**config.mk**
```make
export PLATFORM = sky130hd
export DESIGN_NAME = clk_src_ctrl
export DESIGN_NICKNAME = d
export VERILOG_FILES = /design/src/rtl/clk_src_pkg.sv /design/src/rtl/pri_startup_timer.sv /design/src/rtl/sec_osc_request.sv /design/src/rtl/switch_sequencer.sv /design/src/rtl/clk_src_ctrl.sv
export SDC_FILE = /design/constraint.sdc
export NUM_CORES = 1
export LEC_CHECK = 0
export BUFFER_PORTS_ARGS = -buffer_cell sky130_fd_sc_hd__buf_2
export CELL_PAD_IN_SITES_DETAIL_PLACEMENT = 1
export CELL_PAD_IN_SITES_GLOBAL_PLACEMENT = 1
export CORE_AREA = 2 2 89 48
export CTS_CLUSTER_SIZE = 14
export DETAILED_ROUTE_END_ITERATION = 16
export DIE_AREA = 0 0 91 50
export PLACE_DENSITY = 0.65
export SLEW_MARGIN = 20
export SYNTH_ARGS = -nofsm -noshare
export SYNTH_HDL_FRONTEND = slang
export SYNTH_SLANG_ARGS = --single-unit
```
**constraint.sdc**
```tcl
create_clock -name clk -period 2.7 [get_ports clk]
set_input_delay 0.405 -clock clk [delete_from_list [all_inputs] [get_ports clk]]
set_output_delay 0.405 -clock clk [all_outputs]
set_load 0.05 [all_outputs]
```
**src/rtl/clk_src_pkg.sv**
```systemverilog
package clk_src_pkg;

  typedef enum logic [1:0] {
    SRC_PRI = 2'd0,
    SRC_SEC = 2'd1,
    SRC_INT = 2'd2
  } src_t;

  function automatic src_t sel_decode(input logic [1:0] s);
    case (s)
      2'b00:   return SRC_PRI;
      2'b01:   return SRC_SEC;
      default: return SRC_INT;
    endcase
  endfunction

  function automatic logic mode_is_crystal(input logic [2:0] m);
    return (m <= 3'd2);
  endfunction

endpackage

```
**src/rtl/pri_startup_timer.sv**
```systemverilog
module pri_startup_timer #(
  parameter int START_TICKS = 1024
) (
  input  logic clk,
  input  logic rst_n,
  input  logic en,
  input  logic tick,
  input  logic crystal,
  output logic ready
);
  localparam int CW = $clog2(START_TICKS + 1);
  localparam logic [CW-1:0] LIMIT = CW'(START_TICKS);

  logic [CW-1:0] cnt_q;

  always_ff @(posedge clk or negedge rst_n) begin
    if (!rst_n)                     cnt_q <= '0;
    else if (!en)                   cnt_q <= '0;
    else if (tick && cnt_q != LIMIT) cnt_q <= cnt_q + 1'b1;
  end

  assign ready = en && (!crystal || cnt_q == LIMIT);

  // A fresh enable of a crystal source is never ready in its first cycle
  assert_restart_R5: assert property (@(posedge clk) disable iff (!rst_n)
    (en && crystal && !$past(en)) |-> !ready);

endmodule

```
**src/rtl/sec_osc_request.sv**
```systemverilog
module sec_osc_request #(
  parameter int N_TMR = 4
) (
  input  logic             clk,
  input  logic             rst_n,
  input  logic [N_TMR-1:0] tmr_req,
  input  logic             rtc_req,
  input  logic             warm_req,
  input  logic             sys_req,
  input  logic [1:0]       cfg,
  output logic             en,
  output logic             hp,
  output logic             lp,
  output logic             pins_io
);
  assign en      = (|tmr_req) | rtc_req | warm_req | sys_req;
  assign hp      = en && (cfg == 2'b11);
  assign lp      = en && (cfg == 2'b01);
  assign pins_io = (cfg == 2'b10);

  assert_warm_en_R3: assert property (@(posedge clk) disable iff (!rst_n)
    warm_req |-> en);

  assert_one_driver_R9: assert property (@(posedge clk) disable iff (!rst_n)
    $onehot0({hp, lp, pins_io}));

endmodule

```
**src/rtl/switch_sequencer.sv**
```systemverilog
module switch_sequencer
  import clk_src_pkg::*;
#(
  parameter int SW_TICKS = 8
) (
  input  logic       clk,
  input  logic       rst_n,
  input  src_t       tgt,
  input  logic [2:0] rdy,
  input  logic [2:0] tick,
  output src_t       cur,
  output src_t       pend
);
  localparam int SW = (SW_TICKS < 1) ? 1 : SW_TICKS;
  localparam int CW = $clog2(SW + 1);
  localparam logic [CW-1:0] LAST = CW'(SW - 1);

  logic [CW-1:0] cnt_q;
  logic          go;

  always_comb begin
    case (pend)
      SRC_PRI: go = rdy[0] & tick[0];
      SRC_SEC: go = rdy[1] & tick[1];
      default: go = rdy[2] & tick[2];
    endcase
  end

  always_ff @(posedge clk or negedge rst_n) begin
    if (!rst_n) begin
      cur   <= SRC_INT;
      pend  <= SRC_INT;
      cnt_q <= '0;
    end else if (tgt != pend) begin
      pend  <= tgt;
      cnt_q <= '0;
    end else if (pend != cur && go) begin
      if (cnt_q == LAST) begin
        cur   <= pend;
        cnt_q <= '0;
      end else begin
        cnt_q <= cnt_q + 1'b1;
      end
    end
  end

  // A new select value always wins over a completing switch
  assert_abandon_R7: assert property (@(posedge clk) disable iff (!rst_n)
    (tgt != pend) |=> $stable(cur));

  // The mux only moves to the registered pending target
  assert_to_pending_R6: assert property (@(posedge clk) disable iff (!rst_n)
    !$stable(cur) |-> (cur == $past(pend)));

  assert_legal_sel_R1: assert property (@(posedge clk) disable iff (!rst_n)
    cur != 2'd3);

endmodule

```
**src/rtl/clk_src_ctrl.sv**
```systemverilog
module clk_src_ctrl
  import clk_src_pkg::*;
#(
  parameter int START_TICKS = 1024,
  parameter int SW_TICKS    = 8,
  parameter int N_TMR       = 4
) (
  input  logic             clk,
  input  logic             rst_n,
  input  logic [1:0]       sel_i,
  input  logic [2:0]       pri_mode_i,
  input  logic [1:0]       sec_cfg_i,
  input  logic [N_TMR-1:0] tmr_sec_req_i,
  input  logic             rtc_sec_req_i,
  input  logic             warm_req_i,
  input  logic             pri_tick_i,
  input  logic             sec_tick_i,
  input  logic             int_tick_i,
  output logic [1:0]       clk_sel_o,
  output logic             pri_en_o,
  output logic             sec_en_o,
  output logic             sec_hp_o,
  output logic             sec_lp_o,
  output logic             sec_pin_io_o,
  output logic             pri_run_o,
  output logic             sec_run_o
);
  src_t cur, pend, tgt;
  logic pri_rdy, sys_sec;

  assign tgt      = sel_decode(sel_i);
  assign pri_en_o = (pend == SRC_PRI) || (cur == SRC_PRI);
  assign sys_sec  = (pend == SRC_SEC) || (cur == SRC_SEC);

  pri_startup_timer #(.START_TICKS(START_TICKS)) u_ost (
    .clk     (clk),
    .rst_n   (rst_n),
    .en      (pri_en_o),
    .tick    (pri_tick_i),
    .crystal (mode_is_crystal(pri_mode_i)),
    .ready   (pri_rdy)
  );

  sec_osc_request #(.N_TMR(N_TMR)) u_sreq (
    .clk      (clk),
    .rst_n    (rst_n),
    .tmr_req  (tmr_sec_req_i),
    .rtc_req  (rtc_sec_req_i),
    .warm_req (warm_req_i),
    .sys_req  (sys_sec),
    .cfg      (sec_cfg_i),
    .en       (sec_en_o),
    .hp       (sec_hp_o),
    .lp       (sec_lp_o),
    .pins_io  (sec_pin_io_o)
  );

  switch_sequencer #(.SW_TICKS(SW_TICKS)) u_seq (
    .clk   (clk),
    .rst_n (rst_n),
    .tgt   (tgt),
    .rdy   ({1'b1, sec_en_o, pri_rdy}),
    .tick  ({int_tick_i, sec_tick_i, pri_tick_i}),
    .cur   (cur),
    .pend  (pend)
  );

  assign clk_sel_o = cur;
  assign pri_run_o = (cur == SRC_PRI) && pri_rdy;
  assign sec_run_o = (cur == SRC_SEC);

  assert_flags_excl_R8: assert property (@(posedge clk) disable iff (!rst_n)
    !(pri_run_o && sec_run_o));

  assert_sec_kept_R2: assert property (@(posedge clk) disable iff (!rst_n)
    sec_run_o |-> sec_en_o);

  assert_pri_kept_R10: assert property (@(posedge clk) disable iff (!rst_n)
    (clk_sel_o == 2'd0) |-> pri_en_o);

endmodule

```
==> report_table.html, run 1 <==
<table>
<tr><th>Metric</th><th>Value</th></tr>
<tr><th colspan="2">Final layout</th></tr>
<tr><td>Antenna diode count</td><td>0</td></tr>
<tr><td>Share of layout cells above drive strength 1</td><td>0.296</td></tr>
<tr><td>Post-route cell area</td><td>1340 um2</td></tr>
<tr><td>Synthesis-to-finish area growth</td><td>22.2%</td></tr>
<tr><td>Nets@finish</td><td>164</td></tr>
<tr><td>Fin util</td><td>0.357</td></tr>
<tr><th colspan="2">Synth</th></tr>
<tr><td>Main area contributors after synthesis</td><td>dfrtp_1 (39%), xor2_1 (8.0%), dfstp_2 (4.8%)</td></tr>
<tr><td>Distinct cell type count after synthesis</td><td>34</td></tr>
<tr><td>Yosys warns</td><td>0</td></tr>
<tr><td>Avg Synthesized Cell Area</td><td>9.56 um2</td></tr>
<tr><td>Sequential share of the synthesized area</td><td>0.435</td></tr>
<tr><td>Area share of the leading cell type in the synthesized netlist</td><td>0.387</td></tr>
<tr><td>Library cell occupying the most area in the post-synthesis netlist</td><td>dfrtp_1</td></tr>
<tr><td>Async S/R FF share, synth</td><td>1.00</td></tr>
<tr><td>Number of flops mapped to enable cells by yosys</td><td>0</td></tr>
<tr><td>Post-Syn Nets</td><td>136</td></tr>
<tr><td>Netlist area before placement</td><td>1100 um2</td></tr>
<tr><td>Flip-flop and latch count after synthesis</td><td>19</td></tr>
<tr><td>Gate count of the mapped netlist</td><td>115</td></tr>
<tr><td>Most used DFF post-synth</td><td>dfrtp_1</td></tr>
<tr><th colspan="2">Floorplanning</th></tr>
<tr><td>Initial Utilization</td><td>0.292</td></tr>
<tr><td>Full die area</td><td>4550 um2</td></tr>
<tr><td>Height of the die</td><td>50 um</td></tr>
<tr><td>Top Ports</td><td>27</td></tr>
<tr><td>Number of rows in the core area</td><td>16</td></tr>
<tr><td>Horizontal extent of the die</td><td>91 um</td></tr>
<tr><td>Core outline area</td><td>3760 um2</td></tr>
<tr><th colspan="2">STA</th></tr>
<tr><td>Worst slew margin relative to its limit</td><td>0.645</td></tr>
<tr><td>Setup TNS</td><td>0 ns</td></tr>
<tr><td>Worst clock skew</td><td>0.00591 ns</td></tr>
<tr><td>Number of failing hold endpoints at the final stage</td><td>0</td></tr>
<tr><td>Slew at the pin closest to its max-slew limit</td><td>0.530 ns</td></tr>
<tr><td>Upper clock frequency limit</td><td>474 MHz</td></tr>
<tr><td>Final count of negative-setup-slack endpoints</td><td>0</td></tr>
<tr><td>Period minus WS final</td><td>2.11 ns</td></tr>
<tr><td>Final period utilization</td><td>0.781</td></tr>
<tr><td>Number of max-slew violations in the final report</td><td>0</td></tr>
<tr><td>Setup repair after global routing missed its margin</td><td>no</td></tr>
<tr><th colspan="2">Setup path</th></tr>
<tr><td>WP data arrival</td><td>1.70 ns</td></tr>
<tr><td>Critical Path End Type</td><td>output pin</td></tr>
<tr><td>Critical path data required time</td><td>2.30 ns</td></tr>
<tr><td>WS Path Type</td><td>flip-flop to output pin</td></tr>
<tr><td>CP cell instances</td><td>nor2b_1, nor4_1, nand2_1, and3_1, buf_2</td></tr>
<tr><td>Worst-path maximum fanout</td><td>8</td></tr>
<tr><td>Largest stage delay on the critical path</td><td>0.65 ns</td></tr>
<tr><td>Worst Setup Start Kind</td><td>flip-flop</td></tr>
<tr><td>Cell at the slowest stage of the critical path</td><td>dfstp_2</td></tr>
<tr><th colspan="2">Global routing</th></tr>
<tr><td>Grt ovf</td><td>0</td></tr>
<tr><td>Pin count of the biggest net entering global routing</td><td>20</td></tr>
<tr><td>Via count of the first global-routing pass</td><td>965</td></tr>
<tr><td>GRT Overall Usage</td><td>0.133</td></tr>
<tr><td>Number of antenna violations at the first check in global routing</td><td>0</td></tr>
<tr><td>Global-route wire length before repair</td><td>4.67 mm</td></tr>
<tr><th colspan="2">Detailed routing</th></tr>
<tr><td>Count of unresolved DRC violations after routing</td><td>0</td></tr>
<tr><td>Length of the first detailed-routing pass in iterations</td><td>4</td></tr>
<tr><td>Vias per inst</td><td>4.69</td></tr>
<tr><td>Number of antenna-violating nets in the routed design</td><td>0</td></tr>
<tr><td>Sum of routed wire length over all layers</td><td>2.73 mm</td></tr>
<tr><td>Number of DRC markers in iteration 0</td><td>36</td></tr>
<tr><td>Count of vias placed by the detailed router</td><td>919</td></tr>
<tr><td>Mean routed wirelength per cell</td><td>13.9 um</td></tr>
<tr><th colspan="2">Min path</th></tr>
<tr><td>Hold Crit Class</td><td>primary input to asynchronous set/reset pin</td></tr>
<tr><th colspan="2">Clocking</th></tr>
<tr><td>CTS Root Cell</td><td>clkbuf_8</td></tr>
<tr><td>Sinks on the clock net</td><td>19</td></tr>
<tr><td>Clock latency on the worst-skew pair</td><td>0.26 ns</td></tr>
<tr><td>Hold_buf cts</td><td>0</td></tr>
<tr><td>Number of clock buffers inserted by TritonCTS</td><td>3</td></tr>
<tr><td>Maximum clock insertion buffer count</td><td>2</td></tr>
<tr><td>Resized Gates After CTS</td><td>0</td></tr>
<tr><td>Total number of H-tree levels</td><td>1</td></tr>
<tr><td>Clock tree from TritonCTS</td><td>built</td></tr>
<tr><td>Number of buffers inserted to repair setup after CTS</td><td>0</td></tr>
<tr><td>Clock-pin slew of the registers on the worst-case setup and hold paths</td><td>0.08 ns</td></tr>
<tr><th colspan="2">Power</th></tr>
<tr><td>Max IR drop VDD</td><td>0.197 mV</td></tr>
<tr><td>Power Density</td><td>607 nW/um2</td></tr>
<tr><td>Leak Pwr</td><td>0.647 nW</td></tr>
<tr><th colspan="2">Placement</th></tr>
<tr><td>Quantity of I/O buffers inserted on ports</td><td>26</td></tr>
<tr><td>Post-detailed-placement cell area</td><td>1300 um2</td></tr>
<tr><td>Total half-perimeter wirelength after legalization and detailed placement</td><td>2.19 mm</td></tr>
<tr><td>Routability congestion estimate from global placement</td><td>0.741</td></tr>
<tr><th colspan="2">Run status</th></tr>
<tr><td>Result of the run</td><td>finished, final reports clean</td></tr>
<tr><th colspan="2">Job</th></tr>
<tr><td>Max-cap check violation count</td><td>0</td></tr>
</table>
-- final timing paths --
check                                    start             end  slack [ns]  cells past startpoint
worst max-delay path             u_seq.pend[1]        sec_hp_o        0.59                      5
worst min-delay path                     rst_n  u_seq.cnt_q[2]        0.09                      1
worst max register to register  u_ost.cnt_q[1]    u_seq.cur[0]        0.73                      7
worst min register to register  u_seq.cnt_q[0]  u_seq.cnt_q[0]        0.57                      2
max in group asynchronous                rst_n    u_seq.cur[1]        2.27                      1
min in group clk                      sel_i[1]   u_seq.pend[1]        0.27                      1
-- registers in the layout, indices dropped and copies added, names as in the netlist --
signal       flops
u_ost.cnt_q     11
u_seq.cnt_q      4
u_seq.cur        2
u_seq.pend       2
-- critical path, delay by kind of cell, from the launching register on --
family,cells,cell delay (ns)
buf+inv,1,0.21
flops,1,0.65
simple gates,4,0.60
-- per-layer routing --
layer	vias up	part of all wire	global-route usage
met1	438	0.50	0.176
met3	2	0.064	0.0443
met2	25	0.43	0.215
met4	0	0.0051	0.0227
met5	-	0	0
li1	454	-	-
-- cell usage in the layout (no fill, tap or decap), types with 3 or more instances in the layout --
cell and instances:
xor2_1 10, a21oi_1 6, nand2_1 10, dfrtp_1 17, clkbuf_8 3, nor3_1 3, nor2b_1 3, a31oi_1 3
buf_2 26, nand3_1 3, o21ai_0 4, ha_1 3, inv_1 6, nor2_1 13, or3_1 3
-- metrics by stage --
stage	hold WS (ns)	power [mW]	setup slack, ns	std cells
after CTS	0.100	0.828	0.569	196
after global routing	0.123	0.877	0.422	196
after global placement	0.376	0.600	0.797	192
after floorplan	0.109	0.543	0.150	115
final	0.0882	0.815	0.591	196
after detailed placement	0.386	0.620	0.732	192
-- synthesized netlist by cell type, types with 3 or more instances --
| cell type | n |
|---|---|
| a21oi_1 | 6 |
| a31oi_1 | 3 |
| inv_1 | 6 |
| nor2b_1 | 4 |
| dfrtp_1 | 17 |
| nor2_1 | 14 |
| o21ai_0 | 4 |
| nand2_1 | 10 |
| nand3_1 | 3 |
| ha_1 | 3 |
| xor2_1 | 10 |
| or3_1 | 3 |
| nor3_1 | 3 |
-- report_power, final --
group	internal, mW	leakage, nW	switching, mW
logic	0.0871	0.375	0.120
clock network	0.103	0.0255	0.0967
registers	0.335	0.246	0.0738
total	0.525	0.647	0.291
-- kinds of logic (layout without fill, tap and decap cells) --
| logic type | count (synthesis) | in the layout | share of synthesized area |
|---|---|---|---|
| and+or+nand+nor | 51 | 51 | 0.270 |
| xor gates and xnor gates | 12 | 12 | 0.0956 |
| adders and majority gates | 3 | 3 | 0.0341 |
| muxes | 3 | 3 | 0.0296 |
| AOI/OAI and AO/OA | 17 | 17 | 0.100 |
| buffers and inverters | 10 | 37 | 0.0364 |
| DFF | 19 | 19 | 0.435 |
-- cell type report --
cell class	instances	area, um2
multi-input cells	86	592
fillers	449	2420
repair buffers	27	138
well taps	54	67.6
inverters	6	22.5
clock inverters	1	5.00
flip-flops and latches	19	478
clock buffers	3	41.3
Note: power is estimated with default switching activity, not from simulation.
==> run 2: changes to the inputs <==
--- a/config.mk
+++ b/config.mk
@@ -12,7 +12,7 @@
 export CTS_CLUSTER_SIZE = 14
 export DETAILED_ROUTE_END_ITERATION = 16
 export DIE_AREA = 0 0 91 50
-export PLACE_DENSITY = 0.65
+export PLACE_DENSITY = 0.68
 export SLEW_MARGIN = 20
 export SYNTH_ARGS = -nofsm -noshare
 export SYNTH_HDL_FRONTEND = slang
==> constraint.sdc (replaced) <==
create_clock -name clk -period 1.74 [get_ports clk]
set_input_delay 0.261 -clock clk [delete_from_list [all_inputs] [get_ports clk]]
set_output_delay 0.261 -clock clk [all_outputs]
set_load 0.05 [all_outputs]
==> report_table.html, run 2 (same netlist as run 1, synthesis figures left out) <==
<table>
<tr><th>Metric</th><th>Value</th></tr>
<tr><th colspan="2">Power</th></tr>
<tr><td>Max IR drop VDD</td><td>0.350 mV</td></tr>
<tr><td>Sequential cell fraction of total power</td><td>0.362</td></tr>
<tr><td>Leak Pwr</td><td>0.836 nW</td></tr>
<tr><td>Design internal power</td><td>1.05 mW</td></tr>
<tr><td>Proportion of power drawn by the clock network</td><td>0.191</td></tr>
<tr><td>Switching Power</td><td>0.607 mW</td></tr>
<tr><td>Combinational share of power</td><td>0.447</td></tr>
<tr><td>Switching share of total power</td><td>0.366</td></tr>
<tr><td>Power Density</td><td>914 nW/um2</td></tr>
<tr><th colspan="2">Setup path</th></tr>
<tr><td>Worst Setup Start Kind</td><td>flip-flop</td></tr>
<tr><td>Largest stage delay on the critical path</td><td>0.40 ns</td></tr>
<tr><td>Critical Path End Type</td><td>output pin</td></tr>
<tr><td>Worst path bufs/invs</td><td>3</td></tr>
<tr><td>Worst-path maximum fanout</td><td>2</td></tr>
<tr><td>Critical path data required time</td><td>1.48 ns</td></tr>
<tr><td>WP data arrival</td><td>1.77 ns</td></tr>
<tr><td>Start of the worst register-to-register path</td><td>u_seq.pend[1]</td></tr>
<tr><td>Most used cell, CP</td><td>buf_6</td></tr>
<tr><td>WS Path Type</td><td>flip-flop to output pin</td></tr>
<tr><td>Cell at the slowest stage of the critical path</td><td>dfrtp_1</td></tr>
<tr><td>CP cell instances</td><td>inv_2, ha_4, and4bb_2, buf_6, a31oi_2, nor3_2, buf_6</td></tr>
<tr><td>Crit path max-delay family</td><td>simple AND/OR/NAND/NOR gates</td></tr>
<tr><td>Critical path startpoint</td><td>u_ost.cnt_q[0]</td></tr>
<tr><th colspan="2">Final layout</th></tr>
<tr><td>Antenna diode count</td><td>0</td></tr>
<tr><td>Most common cell after layout, fill and taps aside</td><td>buf_4</td></tr>
<tr><td>Synthesis-to-finish area growth</td><td>65.1%</td></tr>
<tr><td>Largest registers</td><td>u_ost.cnt_q (11), u_seq.cnt_q (4)</td></tr>
<tr><td>Reg with most FFs</td><td>u_ost.cnt_q</td></tr>
<tr><td>Number of flip-flops under the largest register name</td><td>11</td></tr>
<tr><td>Post-route cell area</td><td>1820 um2</td></tr>
<tr><td>Nets@finish</td><td>197</td></tr>
<tr><td>Commonest cells after routing, fill and taps aside</td><td>buf_4 (26), buf_2 (21), dfrtp_1 (15), nor2_1 (12), buf_6 (11)</td></tr>
<tr><td>Share of layout cells above drive strength 1</td><td>0.566</td></tr>
<tr><td>Non-filler cells in the finished layout</td><td>229</td></tr>
<tr><th colspan="2">Detailed routing</th></tr>
<tr><td>Vias per inst</td><td>4.88</td></tr>
<tr><td>Mean routed wirelength per cell</td><td>17.3 um</td></tr>
<tr><td>Length of the first detailed-routing pass in iterations</td><td>4</td></tr>
<tr><td>Count of unresolved DRC violations after routing</td><td>0</td></tr>
<tr><td>Number of DRC markers in iteration 0</td><td>38</td></tr>
<tr><td>Count of vias placed by the detailed router</td><td>1118</td></tr>
<tr><td>Number of antenna-violating nets in the routed design</td><td>0</td></tr>
<tr><td>Sum of routed wire length over all layers</td><td>3.96 mm</td></tr>
<tr><th colspan="2">Clocking</th></tr>
<tr><td>Maximum clock insertion buffer count</td><td>2</td></tr>
<tr><td>Clock latency on the worst-skew pair</td><td>0.26 ns</td></tr>
<tr><td>Number of clock buffers inserted by TritonCTS</td><td>3</td></tr>
<tr><td>CTS Root Cell</td><td>clkbuf_8</td></tr>
<tr><td>Clock-pin slew of the registers on the worst-case setup and hold paths</td><td>0.07 ns</td></tr>
<tr><td>Total number of H-tree levels</td><td>1</td></tr>
<tr><td>Clock tree from TritonCTS</td><td>built</td></tr>
<tr><td>Sinks on the clock net</td><td>19</td></tr>
<tr><th colspan="2">Floorplanning</th></tr>
<tr><td>Core outline area</td><td>3760 um2</td></tr>
<tr><td>Full die area</td><td>4550 um2</td></tr>
<tr><td>Number of rows in the core area</td><td>16</td></tr>
<tr><td>Top Ports</td><td>27</td></tr>
<tr><td>Height of the die</td><td>50 um</td></tr>
<tr><td>Horizontal extent of the die</td><td>91 um</td></tr>
<tr><td>Initial Utilization</td><td>0.292</td></tr>
<tr><th colspan="2">STA</th></tr>
<tr><td>Final count of negative-setup-slack endpoints</td><td>11</td></tr>
<tr><td>Worst hold margin</td><td>0.133 ns</td></tr>
<tr><td>Period minus WS final</td><td>2.04 ns</td></tr>
<tr><td>Upper clock frequency limit</td><td>491 MHz</td></tr>
<tr><td>Slew at the pin closest to its max-slew limit</td><td>0.452 ns</td></tr>
<tr><td>Final worst-path setup slack</td><td>-0.295 ns</td></tr>
<tr><td>Number of max-slew violations in the final report</td><td>0</td></tr>
<tr><td>Final period utilization</td><td>1.17</td></tr>
<tr><td>Number of failing hold endpoints at the final stage</td><td>0</td></tr>
<tr><td>Worst slew margin relative to its limit</td><td>0.699</td></tr>
<tr><td>Setup repair after global routing missed its margin</td><td>yes</td></tr>
<tr><td>Worst clock skew</td><td>0.00467 ns</td></tr>
<tr><th colspan="2">Global routing</th></tr>
<tr><td>Pin count of the biggest net entering global routing</td><td>20</td></tr>
<tr><td>Global-route wire length before repair</td><td>6.11 mm</td></tr>
<tr><td>Grt ovf</td><td>0</td></tr>
<tr><td>Via count of the first global-routing pass</td><td>1231</td></tr>
<tr><td>Number of antenna violations at the first check in global routing</td><td>0</td></tr>
<tr><td>GRT Overall Usage</td><td>0.179</td></tr>
<tr><th colspan="2">Placement</th></tr>
<tr><td>Total placed cells including tap cells</td><td>211</td></tr>
<tr><td>Total half-perimeter wirelength after legalization and detailed placement</td><td>2.72 mm</td></tr>
<tr><td>Post-detailed-placement cell area</td><td>1470 um2</td></tr>
<tr><td>Quantity of I/O buffers inserted on ports</td><td>26</td></tr>
<tr><td>Routability congestion estimate from global placement</td><td>0.793</td></tr>
<tr><th colspan="2">Job</th></tr>
<tr><td>Max-cap check violation count</td><td>0</td></tr>
<tr><th colspan="2">Run status</th></tr>
<tr><td>Failing checks</td><td>setup timing</td></tr>
<tr><td>Result of the run</td><td>complete, but fails checks</td></tr>
<tr><th colspan="2">Min path</th></tr>
<tr><td>Hold Crit Class</td><td>primary input to flip-flop</td></tr>
<tr><td>Hold_sp</td><td>sel_i[1]</td></tr>
</table>
==> run 2: power by group through the flow <==
stage	registers (mW)	logic (mW)	clock network (mW)
finish	0.601	0.741	0.316
global route	0.609	0.798	0.348
CTS	0.591	0.602	0.318
detailed placement	0.599	0.507	0
global placement	0.589	0.477	0
floorplan	0.605	0.242	0
==> run 2: worst register-to-register path, delay by kind of cell (launching register included) <==
kind | cells | cell delay [ns]
DFF | 1 | 0.59
muxes | 1 | 0.28
and+or+nand+nor | 2 | 0.12
AOI/OAI and AO/OA | 2 | 0.49
buffers and inverters | 3 | 0.48
==> run 2: repair_timing <==
action | 4_1_cts | 5_1_grt
gates resized for setup | 24 | 21
pin swaps | 2 | 6
hold buffers | 1 | 0
hold endpoints to repair | 17 | 0
buffers inserted | 9 | 5
endpoints found under the setup margin | 14 | 17
==> run 2: path summary, 6_finish.rpt <==
| kind | to | cells after the start | slack, ns |
|---|---|---|---|
| setup / recovery | pri_run_o | 7 | -0.30 |
| min in group asynchronous | u_ost.cnt_q[4] | 2 | 0.48 |
| max in group asynchronous | u_seq.pend[1] | 2 | 0.92 |
| hold / removal | u_seq.pend[1] | 1 | 0.13 |
| hold reg to reg | u_ost.cnt_q[10] | 2 | 0.55 |
| setup reg to reg | u_seq.cur[1] | 8 | -0.28 |
==> run 2: per-stage QoR <==
step / power, mW / TNS (ns) / util / setup WS [ns]
after floorplan: 0.847 / -0.558 / - / -0.224
after global placement: 1.07 / -0.178 / 0.391 / -0.0993
after detailed placement: 1.11 / -0.808 / 0.391 / -0.238
after CTS: 1.51 / -1.48 / 0.450 / -0.195
after global routing: 1.75 / -2.75 / 0.482 / -0.383
final: 1.66 / -1.79 / 0.482 / -0.295
==> run 2: layout make-up <==
cell class | count | area (um2)
Multi-Input combinational cell | 86 | 747
Tap cell | 54 | 67.6
Timing Repair Buffer | 60 | 449
Fill cell | 434 | 1950
Inverter | 6 | 22.5
Sequential cell | 19 | 484
Clock buffer | 4 | 45.0
==> run 2: metal layers <==
layer,share of wire,track usage,wire (um),vias up
met2,0.52,0.320,2040,27
li1,-,-,-,519
met4,0.015,0.0631,60,0
met1,0.43,0.209,1720,565
met3,0.035,0.0474,139,7
met5,0,0,0,-
==> run 3: changes to the inputs <==
--- a/config.mk
+++ b/config.mk
@@ -13,6 +13,7 @@
 export DETAILED_ROUTE_END_ITERATION = 16
 export DIE_AREA = 0 0 91 50
 export PLACE_DENSITY = 0.68
+export SETUP_SLACK_MARGIN = 0.5
 export SLEW_MARGIN = 20
 export SYNTH_ARGS = -nofsm -noshare
 export SYNTH_HDL_FRONTEND = slang
==> report_table.html, run 3 (same netlist as run 1, synthesis figures left out) <==
<table>
<tr><th>Metric</th><th>Value</th></tr>
<tr><th colspan="2">Final layout</th></tr>
<tr><td>Antenna diode count</td><td>0</td></tr>
<tr><td>Register area</td><td>485 um2</td></tr>
<tr><td>Area taken by multi-input logic gates</td><td>828 um2</td></tr>
<tr><td>Synthesis-to-finish area growth</td><td>89.5%</td></tr>
<tr><td>Reg with most FFs</td><td>u_ost.cnt_q</td></tr>
<tr><td>Final-layout fill cell count</td><td>417</td></tr>
<tr><td>Number of flip-flops under the largest register name</td><td>11</td></tr>
<tr><td>Commonest cells after routing, fill and taps aside</td><td>buf_4 (30), buf_2 (18), buf_6 (18), dfrtp_1 (14), nor2_1 (13)</td></tr>
<tr><td>Most common cell after layout, fill and taps aside</td><td>buf_4</td></tr>
<tr><td>Nets@finish</td><td>210</td></tr>
<tr><td>Post-route cell area</td><td>2080 um2</td></tr>
<tr><td>Non-filler cells in the finished layout</td><td>242</td></tr>
<tr><td>Largest registers</td><td>u_ost.cnt_q (11), u_seq.cnt_q (4)</td></tr>
<tr><td>Share of layout cells above drive strength 1</td><td>0.638</td></tr>
<tr><th colspan="2">Min path</th></tr>
<tr><td>WHS Endpoint</td><td>u_seq.pend[1]</td></tr>
<tr><td>Hold Crit Depth</td><td>1</td></tr>
<tr><td>Hold_sp</td><td>sel_i[1]</td></tr>
<tr><td>Hold Crit Class</td><td>primary input to flip-flop</td></tr>
<tr><th colspan="2">Clocking</th></tr>
<tr><td>Maximum clock insertion buffer count</td><td>2</td></tr>
<tr><td>Total number of H-tree levels</td><td>1</td></tr>
<tr><td>Number of clock buffers inserted by TritonCTS</td><td>3</td></tr>
<tr><td>Clock latency on the worst-skew pair</td><td>0.27 ns</td></tr>
<tr><td>CTS Root Cell</td><td>clkbuf_8</td></tr>
<tr><td>Sinks on the clock net</td><td>19</td></tr>
<tr><td>Clock-pin slew of the registers on the worst-case setup and hold paths</td><td>0.07 ns</td></tr>
<tr><td>Clock tree from TritonCTS</td><td>built</td></tr>
<tr><th colspan="2">Placement</th></tr>
<tr><td>Quantity of I/O buffers inserted on ports</td><td>26</td></tr>
<tr><td>Post-detailed-placement cell area</td><td>1470 um2</td></tr>
<tr><td>Total placed cells including tap cells</td><td>208</td></tr>
<tr><td>Total half-perimeter wirelength after legalization and detailed placement</td><td>2.58 mm</td></tr>
<tr><td>Routability congestion estimate from global placement</td><td>0.901</td></tr>
<tr><th colspan="2">Setup path</th></tr>
<tr><td>WS Path Type</td><td>flip-flop to flip-flop</td></tr>
<tr><td>RR Endpoint</td><td>u_seq.cnt_q[3]</td></tr>
<tr><td>Worst Setup Start Kind</td><td>flip-flop</td></tr>
<tr><td>Start of the worst register-to-register path</td><td>u_ost.cnt_q[0]</td></tr>
<tr><td>Critical path data required time</td><td>1.93 ns</td></tr>
<tr><td>Reg2Reg Setup Slack</td><td>-0.28 ns</td></tr>
<tr><td>Worst-path maximum fanout</td><td>4</td></tr>
<tr><td>Critical Path End Type</td><td>flip-flop</td></tr>
<tr><td>Number of cell instances on the worst register-to-register path</td><td>8</td></tr>
<tr><td>WP data arrival</td><td>2.20 ns</td></tr>
<tr><td>Critical path startpoint</td><td>u_ost.cnt_q[0]</td></tr>
<tr><th colspan="2">Global routing</th></tr>
<tr><td>Grt ovf</td><td>0</td></tr>
<tr><td>Pin count of the biggest net entering global routing</td><td>20</td></tr>
<tr><td>Number of antenna violations at the first check in global routing</td><td>0</td></tr>
<tr><td>Global-route wire length before repair</td><td>6.63 mm</td></tr>
<tr><td>Via count of the first global-routing pass</td><td>1182</td></tr>
<tr><td>GRT Overall Usage</td><td>0.195</td></tr>
<tr><th colspan="2">Detailed routing</th></tr>
<tr><td>Number of DRC markers in iteration 0</td><td>51</td></tr>
<tr><td>Sum of routed wire length over all layers</td><td>4.97 mm</td></tr>
<tr><td>Count of unresolved DRC violations after routing</td><td>0</td></tr>
<tr><td>Length of the first detailed-routing pass in iterations</td><td>4</td></tr>
<tr><td>Vias per inst</td><td>5.04</td></tr>
<tr><td>Count of vias placed by the detailed router</td><td>1219</td></tr>
<tr><td>Mean routed wirelength per cell</td><td>20.5 um</td></tr>
<tr><td>Number of antenna-violating nets in the routed design</td><td>0</td></tr>
<tr><th colspan="2">Run status</th></tr>
<tr><td>Result of the run</td><td>complete, but fails checks</td></tr>
<tr><td>Failing checks</td><td>setup timing</td></tr>
<tr><th colspan="2">Job</th></tr>
<tr><td>Max-cap check violation count</td><td>0</td></tr>
<tr><th colspan="2">STA</th></tr>
<tr><td>Final period utilization</td><td>1.16</td></tr>
<tr><td>Number of max-slew violations in the final report</td><td>0</td></tr>
<tr><td>Upper clock frequency limit</td><td>496 MHz</td></tr>
<tr><td>Worst clock skew</td><td>0.00215 ns</td></tr>
<tr><td>Number of failing hold endpoints at the final stage</td><td>0</td></tr>
<tr><td>Worst slew margin relative to its limit</td><td>0.632</td></tr>
<tr><td>Setup repair after global routing missed its margin</td><td>yes</td></tr>
<tr><td>Slew at the pin closest to its max-slew limit</td><td>0.549 ns</td></tr>
<tr><td>Final count of negative-setup-slack endpoints</td><td>12</td></tr>
<tr><td>Period minus WS final</td><td>2.02 ns</td></tr>
<tr><td>Final worst-path setup slack</td><td>-0.276 ns</td></tr>
<tr><th colspan="2">Power</th></tr>
<tr><td>Leak Pwr</td><td>0.922 nW</td></tr>
<tr><td>Power Density</td><td>925 nW/um2</td></tr>
<tr><td>Max IR drop VDD</td><td>0.609 mV</td></tr>
<tr><td>Post-layout power</td><td>1.93 mW</td></tr>
<tr><th colspan="2">Floorplanning</th></tr>
<tr><td>Core outline area</td><td>3760 um2</td></tr>
<tr><td>Top Ports</td><td>27</td></tr>
<tr><td>Full die area</td><td>4550 um2</td></tr>
<tr><td>Horizontal extent of the die</td><td>91 um</td></tr>
<tr><td>Initial Utilization</td><td>0.292</td></tr>
<tr><td>Number of rows in the core area</td><td>16</td></tr>
<tr><td>Height of the die</td><td>50 um</td></tr>
</table>
## run 3: critical path: stages, from the launching register on
cell and delay (ns):
dfrtp_1 0.40, inv_2 0.09, ha_4 0.12, and4bb_2 0.25, buf_6 0.11, nand4_4 0.11, o2bb2ai_4 0.18, or4b_1 0.49
a21oi_2 0.18
## run 3: repair_timing
item,4_1_cts,5_1_grt
endpoints found under the hold margin,17,0
setup buffers,11,18
resized for setup,45,34
setup endpoints to repair,25,24
pin swaps,15,21
hold buffers,1,0
## run 3: worst max-delay path by stage
stage,to,slack (ns),cells past startpoint
6_report,u_seq.cnt_q[3],-0.28,8
5_1_grt,u_seq.cnt_q[1],-0.33,8
4_1_cts,pri_run_o,-0.20,5
3_5_place_dp,u_seq.cur[0],-0.13,7
3_3_place_gp,u_seq.cur[0],-0.06,7
2_1_floorplan,sec_lp_o,-0.22,5
## run 3: cell type report
| type | count | area share |
|---|---|---|
| multi-input cells | 86 | 0.397 |
| flip-flops and latches | 19 | 0.233 |
| repair buffers | 73 | 0.301 |
| well taps | 54 | 0.0324 |
| clock buffers | 4 | 0.0216 |
| inverters | 6 | 0.0144 |
## run 3: layer usage
metal  track usage  routed length, um  vias up
met3        0.0459                197       15
li1              -                  -      550
met5             0                  0        -
met1         0.243               2190      618
met4        0.0581                169        0
met2         0.341               2410       36
## run 3: where the power goes
group	internal, mW	switching [mW]
clock network	0.164	0.156
registers	0.522	0.0891
logic	0.531	0.466
total	1.22	0.711
## run 3: stage by stage
stage	hold WS (ns)	util	TNS, ns	worst slack [ns]
after floorplan	-0.0346	-	-0.846	-0.224
after global placement	0.224	0.392	-0.115	-0.0582
after detailed placement	0.230	0.392	-0.372	-0.132
after CTS	0.119	0.478	-1.19	-0.201
after global routing	0.113	0.554	-2.78	-0.330
final	0.123	0.554	-1.71	-0.276
